<file path="src/rtl/zq_imp_pkg.sv">
package zq_imp_pkg;
   function automatic int unsigned zq_walk_cycles(int unsigned code_w,
                                                  int unsigned gap,
                                                  int unsigned stages);
      return stages + 1 + ((2 ** code_w) - 2) * gap;
   endfunction
endpackage

</file>
<file path="src/rtl/zq_tgt_sync.sv">
module zq_tgt_sync #(
   parameter int CODE_W      = 8,
   parameter int SYNC_STAGES = 2
) (
   input  logic              clk,
   input  logic              rst_n,
   input  logic              ref_open_i,
   input  logic [CODE_W-1:0] tgt_i,
   output logic [CODE_W-1:0] tgt_o
);
   localparam logic [CODE_W-1:0] CODE_MAX = {CODE_W{1'b1}};

   logic [CODE_W-1:0] raw;
   logic [CODE_W-1:0] stg [SYNC_STAGES];

   assign raw = ref_open_i ? CODE_MAX : tgt_i;

   for (genvar i = 0; i < SYNC_STAGES; i++) begin : g_stage
      if (i == 0) begin : g_first
         always_ff @(posedge clk or negedge rst_n) begin
            if (!rst_n) stg[i] <= '0;
            else        stg[i] <= raw;
         end
      end else begin : g_next
         always_ff @(posedge clk or negedge rst_n) begin
            if (!rst_n) stg[i] <= '0;
            else        stg[i] <= stg[i-1];
         end
      end
   end

   assign tgt_o = stg[SYNC_STAGES-1];

   // an open reference forces the all-ones request into the first stage
   p_open_max_r6: assert property (@(posedge clk) disable iff (!rst_n)
      $past(ref_open_i) |-> (stg[0] == CODE_MAX));
endmodule

</file>
<file path="src/rtl/zq_pacer.sv">
module zq_pacer #(
   parameter int STEP_GAP = 8
) (
   input  logic clk,
   input  logic rst_n,
   input  logic req_i,
   output logic grant_o
);
   if (STEP_GAP <= 1) begin : g_free
      assign grant_o = req_i;
   end else begin : g_timed
      localparam int CW = $clog2(STEP_GAP);
      localparam logic [CW-1:0] RELOAD = CW'(STEP_GAP - 1);
      logic [CW-1:0] cool_q;

      assign grant_o = req_i && (cool_q == '0);

      always_ff @(posedge clk or negedge rst_n) begin
         if (!rst_n)              cool_q <= '0;
         else if (grant_o)        cool_q <= RELOAD;
         else if (cool_q != '0)   cool_q <= cool_q - 1'b1;
      end

      // no grant on the edge right after a grant
      p_no_back_to_back_r5: assert property (@(posedge clk) disable iff (!rst_n)
         $past(grant_o) |-> !grant_o);
   end
endmodule

</file>
<file path="src/rtl/zq_stepper.sv">
module zq_stepper #(
   parameter int CODE_W = 8
) (
   input  logic              clk,
   input  logic              rst_n,
   input  logic              hiz_i,
   input  logic [CODE_W-1:0] tgt_i,
   input  logic              grant_i,
   output logic              req_o,
   output logic [CODE_W-1:0] code_o
);
   logic [CODE_W-1:0] code_q;
   logic              go_up;

   assign go_up  = tgt_i > code_q;
   assign req_o  = hiz_i && (code_q != tgt_i);
   assign code_o = code_q;

   always_ff @(posedge clk or negedge rst_n) begin
      if (!rst_n)       code_q <= '0;
      else if (grant_i) code_q <= go_up ? code_q + 1'b1 : code_q - 1'b1;
   end

   p_hiz_gate_r2: assert property (@(posedge clk) disable iff (!rst_n)
      !$past(hiz_i) |-> $stable(code_q));

   p_unit_step_r3: assert property (@(posedge clk) disable iff (!rst_n)
      (code_q != $past(code_q)) |->
         ((code_q == $past(code_q) + CODE_W'(1)) || (code_q == $past(code_q) - CODE_W'(1))));

   p_no_overshoot_up_r4: assert property (@(posedge clk) disable iff (!rst_n)
      (code_q > $past(code_q)) |-> (code_q <= $past(tgt_i)));

   p_no_overshoot_dn_r4: assert property (@(posedge clk) disable iff (!rst_n)
      (code_q < $past(code_q)) |-> (code_q >= $past(tgt_i)));

   p_hold_at_target_r10: assert property (@(posedge clk) disable iff (!rst_n)
      ($past(code_q) == $past(tgt_i)) |-> $stable(code_q));
endmodule

</file>
<file path="src/rtl/zq_imp_seq.sv">
module zq_imp_seq
   import zq_imp_pkg::*;
#(
   parameter int CODE_W      = 8,
   parameter int SYNC_STAGES = 2,
   parameter int STEP_GAP    = 8,
   parameter int WALK_LIMIT  = 2048
) (
   input  logic              clk,
   input  logic              rst_n,
   input  logic              hiz_i,
   input  logic              ref_open_i,
   input  logic [CODE_W-1:0] tgt_code_i,
   output logic [CODE_W-1:0] code_o,
   output logic              done_o
);
   localparam int unsigned WALK = zq_walk_cycles(CODE_W, STEP_GAP, SYNC_STAGES);

   if (CODE_W < 2 || CODE_W > 16) begin : g_bad_width
      $error("zq_imp_seq: CODE_W out of range");
   end
   if (SYNC_STAGES < 1) begin : g_bad_sync
      $error("zq_imp_seq: SYNC_STAGES must be at least 1");
   end
   if (STEP_GAP < 1) begin : g_bad_gap
      $error("zq_imp_seq: STEP_GAP must be at least 1");
   end
   if (WALK > WALK_LIMIT) begin : g_bad_walk
      $error("zq_imp_seq: full walk exceeds WALK_LIMIT");
   end

   logic [CODE_W-1:0] eff_tgt;
   logic              req;
   logic              grant;

   zq_tgt_sync #(.CODE_W(CODE_W), .SYNC_STAGES(SYNC_STAGES)) u_sync (
      .clk        (clk),
      .rst_n      (rst_n),
      .ref_open_i (ref_open_i),
      .tgt_i      (tgt_code_i),
      .tgt_o      (eff_tgt)
   );

   zq_pacer #(.STEP_GAP(STEP_GAP)) u_pacer (
      .clk     (clk),
      .rst_n   (rst_n),
      .req_i   (req),
      .grant_o (grant)
   );

   zq_stepper #(.CODE_W(CODE_W)) u_step (
      .clk     (clk),
      .rst_n   (rst_n),
      .hiz_i   (hiz_i),
      .tgt_i   (eff_tgt),
      .grant_i (grant),
      .req_o   (req),
      .code_o  (code_o)
   );

   assign done_o = (code_o == eff_tgt);

   if (STEP_GAP > 1) begin : g_gap_chk
      // the code stays put on the edge right after a change
      p_step_gap_r5: assert property (@(posedge clk) disable iff (!rst_n)
         (code_o != $past(code_o)) |=> $stable(code_o));
   end

   // a change happens only while the done flag was low
   p_done_blocks_r8: assert property (@(posedge clk) disable iff (!rst_n)
      $past(done_o) && $stable(eff_tgt) |-> $stable(code_o));
endmodule

</file>
<file path="config.mk">
export PLATFORM = sky130hd
export DESIGN_NAME = zq_imp_seq
export DESIGN_NICKNAME = d
export VERILOG_FILES = /design/src/rtl/zq_imp_pkg.sv /design/src/rtl/zq_tgt_sync.sv /design/src/rtl/zq_pacer.sv /design/src/rtl/zq_stepper.sv /design/src/rtl/zq_imp_seq.sv
export SDC_FILE = /design/constraint.sdc
export NUM_CORES = 1
export LEC_CHECK = 0
export ABC_AREA = 1
export BUFFER_PORTS_ARGS = -buffer_cell sky130_fd_sc_hd__clkbuf_2
export CORE_MARGIN = 2
export CORE_UTILIZATION = 60
export DETAILED_ROUTE_END_ITERATION = 7
export PLACE_DENSITY = 0.83
export SYNTH_ARGS = -nofsm -noshare
export SYNTH_HDL_FRONTEND = slang
export SYNTH_SLANG_ARGS = --single-unit
</file>
<file path="constraint.sdc">
create_clock -name clk -period 4.95 [get_ports clk]
set_clock_uncertainty 0.15 [all_clocks]
set_input_delay 0.7425 -clock clk [delete_from_list [all_inputs] [get_ports clk]]
set_output_delay 0.7425 -clock clk [all_outputs]
set_load 0.01 [all_outputs]
</file>
# After elaboration in Yosys (flattened, before gate mapping)
# Index checks and enable logic that the tools add are counted.
[word_totals]
ff_bits = 27
elab_cells = 19
[classes]
n_addsub = 3
order_cmp = 1
n_eq_ne = 2
mux = 4
reduce_logical = 5
[op_table]
columns = ["op", "count"]
rows = [
  ["8-bit 2-to-1 mux", 2],
  ["8-bit by 1-bit adder with 8-bit output (second input constant)", 1],
  ["8-bit equality test", 1],
  ["8-bit greater-than comparator", 1],
  ["8-bit inequality test", 1],
  ["8-bit by 1-bit subtractor with 8-bit output (second input constant)", 1],
  ["3-bit 2-to-1 mux", 2],
  ["3-bit zero test", 1],
  ["3-bit nonzero test", 1],
  ["3-bit by 1-bit subtractor with 3-bit output (second input constant)", 1],
  ["1-bit logical AND", 2],
  ["2-bit nonzero test", 1],
]

# Depth between registers and ports, before layout
[logic_depth]
word_depth = 4
ltp_mapped = 21

# Cells and area by module
# Synthesis repeated with hierarchy kept, for this count alone.
[hier_totals]
cells_unflattened = 219
area_unflattened_um2 = 1690.4
[by_module_without_submodules]
columns = ["mod", "instances", "cells_per_inst", "area_each_um2", "seq_area_each_um2"]
rows = [
  ["zq_stepper", 1, 110, 820.8, 200.2],
  ["zq_tgt_sync", 1, 41, 524.3, 400.4],
  ["zq_pacer", 1, 24, 180.2, 75.1],
  ["zq_imp_seq", 1, 44, 165.2, 0.0],
]

# Worst setup path before layout
# OpenSTA, ideal clock, no wires.
[synth_timing]
path_kind = "reg2reg"
startpoint = "register u_step.code_q[1], in the netlist u_step.code_o[1]"
endpoint = "register u_step.code_q[7], in the netlist u_step.code_o[7]"
setup_time_ns = 0.117
arrival_time_ns = 2.362
t_required_ns = 4.683
slack_ns = 2.321
stages_incl_launch_ff = 20
cell_sequence = "dfrtp_1 inv_1 ha_1 nand2_1 nand2_1 nand2_1 nand2_1 nand2_1 nand2_1 nand2_1 ha_1 or2_0 nand2_2 nor2_1 nor2_2 inv_1 nand2_1 nand3_1 nand2_1 nand2_1"
[synth_via]
elab_chain_len = 3
word_cells_on_any_way = 7
classes_between = "2 x add/sub; 1 x order compare; 1 x eq/ne; 1 x mux; 2 x reduce/logical"
[synth_rtl]
columns = ["item", "line", "source"]
rows = [
  ["start: declaration", "zq_stepper.sv:12", "logic [CODE_W-1:0] code_q;"],
  ["start signal: assignment", "zq_stepper.sv:21", "else if (grant_i) code_q <= go_up ? code_q + 1'b1 : code_q - 1'b1;"],
  ["branches (longest 3 deep; another with 8-bit by 1-bit subtractor with 8-bit output)", "-", ""],
]
# Several ways; the timed one is not identified.
# A chain may end at the register's enable or synchronous reset.

# Worst setup path after layout
# Same ends and word-level chain as after synthesis.

==> reports/qor.txt <==
status = complete, no violations
Hold Path Stages = 0
Die Area = 0.00285 mm^2
Ys Warns = 0
R2R Setup Slk = 2.04 ns
Slew HR = 0.567
Hold Startpoint = u_sync.stg[10]
Synth Area in XOR/XNOR = 0.0179
mux contribution to synthesized area = 0
HP Class = register to register
Startpoint Class = register
crit path max-delay cell type = dfrtp_1
pwr/cell area = 642 mW/mm^2
Max IR drop VDD = 348 uV
Critical Path End Type = register
Critical Path RT = 5.04 ns
Mean Syn Cell Area = 9.57 um^2
Net count, final = 206
Synth cell types = 26
final hold viol count = 0
synthesized flop and latch total = 27
clock latency on the worst-skew pair = 0.33 ns
fmax = 0.344 GHz
Syn-to-layout area delta = 10.5%
Post-synth top flop = dfrtp_1
Slew @ Worst Pin = 0.649 ns
clock buffer depth = 2
Compound-Gate Fraction of Synth Area = 0.0735
P_sw = 487 uW
Final Max Slew Viols = 0
CP Buf/Inv Count = 2
critical path, cell by cell = inv_1 > ha_1 > nand2_1 > nand2_1 > nand2_1 > nand2_1 > nand2_1 > nand2_1 > nand2_1 > ha_1 > or2_0 > nand2_2 > nor2_1 > nor2_2 > inv_1 > nand2_1 > nand3_1 > nand2_1 > nand2_1
Vias = 1,056
async set-reset flop share out of synthesis = 1.00
sequential fraction of the synthesis area = 0.462
Post-Synthesis Cells = 153
initial antenna violation count = 0
leakage = 0.826 nW
routability cong. = 0.733
Clock Power Share = 0.094
initial core utilization = 0.649
CTS H-tree lvls = 1
share of cells above drive strength 1 = 0.267
post-route clock period utilization = 0.587
Int Pwr = 550 uW
root buffer cell = clkbuf_4
input/output buffers = 20
kind of critical path = register to register
WL final = 2.54 mm
all-layer global routing usage = 0.210
DRC viols = 0
first-pass iteration count of the detailed router = 4
Logic pwr share = 0.599
CP dominant cell by count = nand2_1
Worst Path Arrival = 3.00 ns
clk slew on worst S/H paths = 0.15 ns
main combinational cell family by area after synthesis = simple AND/OR/NAND/NOR gates
cts hold-fix bufs = 0
core area = 0.00225 mm^2
TritonCTS buffer count = 3
adder-cell share of the synthesized area = 0.150
DP Worst Slack = 2.07 ns
CTS tree = yes
vias in the first global route = 1,079
Switching Fraction = 0.470
commonest non-fill, non-tap cells in the layout = 34 x nand2_1, 27 x dfrtp_1, 20 x clkbuf_2
setup_tns = 0 ns
Die Ht = 53.4 um
R2R Path Start = u_step.code_o[1]
EDFF count, synth = 0
final setup violation count = 0
Net Count, Synth = 182
largest net degree at the start of global routing = 28
Sink Count = 27
row cnt = 17
number of max-cap violations = 0
diode count = 0
commonest non-fill, non-tap cell in the layout = nand2_1
crit-path max cell delay = 0.45 ns
RSZ-0062 raised after global routing = false
GRT Residual Overflow = 0
Reg power frac = 0.307
First DRT Iteration DRCs = 14
first-pass GRT wire length = 4.24 mm
Die W = 53.4 um
Wirelength per Cell = 12.4 um
Reg2Reg Depth = 19
Final HPWL DP = 2.01 mm
Mapped Area = 0.00146 mm^2
Crit path max-delay family = simple AND/OR/NAND/NOR gates
post-route ant nets = 0
Synth Area in Simple Gates = 0.238
final setup margin = 2.04 ns
Hold EP = u_sync.tgt_o[2]
I/O Pins = 21
number of vias per cell = 5.18
reg2reg end = u_step.code_o[7]
Final Critical Period = 2.91 ns
Crit Path Max Fanout = 8
post-CTS sizing = 0
Post CTS Setup Buffer Count = 0
## power groups by stage
stage          registers (mW)  clock network (mW)  logic [mW]
6_report                0.319              0.0971       0.622
5_1_grt                 0.326               0.107       0.697
4_1_cts                 0.318               0.100       0.619
3_5_place_dp            0.323                   0       0.615
3_3_place_gp            0.319                   0       0.574
2_1_floorplan           0.327                   0       0.464
## worst max path at each step
stage                     cells after the start  slack (ns)        startpoint          endpoint
after floorplan                              19        2.32  u_step.code_o[1]  u_step.code_o[7]
after global placement                       19        2.21  u_step.code_o[1]  u_step.code_o[7]
after detailed placement                     19        2.07  u_step.code_o[1]  u_step.code_o[7]
after CTS                                    19        2.05  u_step.code_o[1]  u_step.code_o[7]
after global routing                         19        1.84  u_step.code_o[1]  u_step.code_o[7]
final                                        19        2.04  u_step.code_o[1]  u_step.code_o[7]
## synth_stat cells, types with 2 or more instances
cell / count / area (um^2)
inv_2: 3 / 11.3
a21oi_1: 6 / 30.0
dfrtp_1: 27 / 676
inv_1: 17 / 63.8
nor2_1: 8 / 30.0
ha_1: 16 / 200
nand2_2: 3 / 18.8
nor2_4: 2 / 22.5
nand3_1: 6 / 30.0
or2_2: 8 / 50.1
xor2_1: 2 / 17.5
or2_1: 2 / 12.5
nand2_1: 34 / 128
o21ai_0: 4 / 20.0
o22ai_2: 2 / 25.0
nand4_1: 2 / 12.5
o21ai_2: 2 / 17.5
## through the flow
step                 util  cell area, um^2  hold WS (ns)  total power, mW  cells
detailed placement  0.704             1590         0.187            0.938    200
global route        0.718             1620         0.224             1.13    204
floorplan               -             1460         0.181            0.791    153
CTS                 0.718             1620         0.220             1.04    204
global placement    0.704             1590         0.181            0.894    200
finish              0.718             1620         0.219             1.04    204
## flip-flops by register name, indices dropped and copies added (netlist names)
| name | cells |
|---|---|
| u_step.code_o | 8 |
| u_pacer.g_timed.cool_q | 3 |
| u_sync.tgt_o | 8 |
| u_sync.stg | 8 |
## logic make-up after synthesis
kind of cell | Yosys count
AO/OA/AOI/OAI | 16
flip-flops | 27
AND/OR/NAND/NOR | 69
XOR/XNOR | 3
adder cells (fa/ha/maj) | 17
buffers and inverters | 21
## layout make-up
type / count / area [um^2]
inverter: 20 / 75.1
sequential: 27 / 676
multi-input combinational: 105 / 702
clock buffer: 3 / 22.5
fill: 176 / 637
timing repair buffer: 20 / 100
clock inverter: 1 / 7.51
tap: 28 / 35.0
## per-layer routing
layer | track usage | part of all wire | vias to the layer above
li1 | - | - | 535
met1 | 0.234 | 0.42 | 489
met2 | 0.372 | 0.53 | 27
met3 | 0.0424 | 0.041 | 5
met4 | 0.111 | 0.015 | 0
met5 | 0 | 0 | -
(Power assumes the default switching activity.)
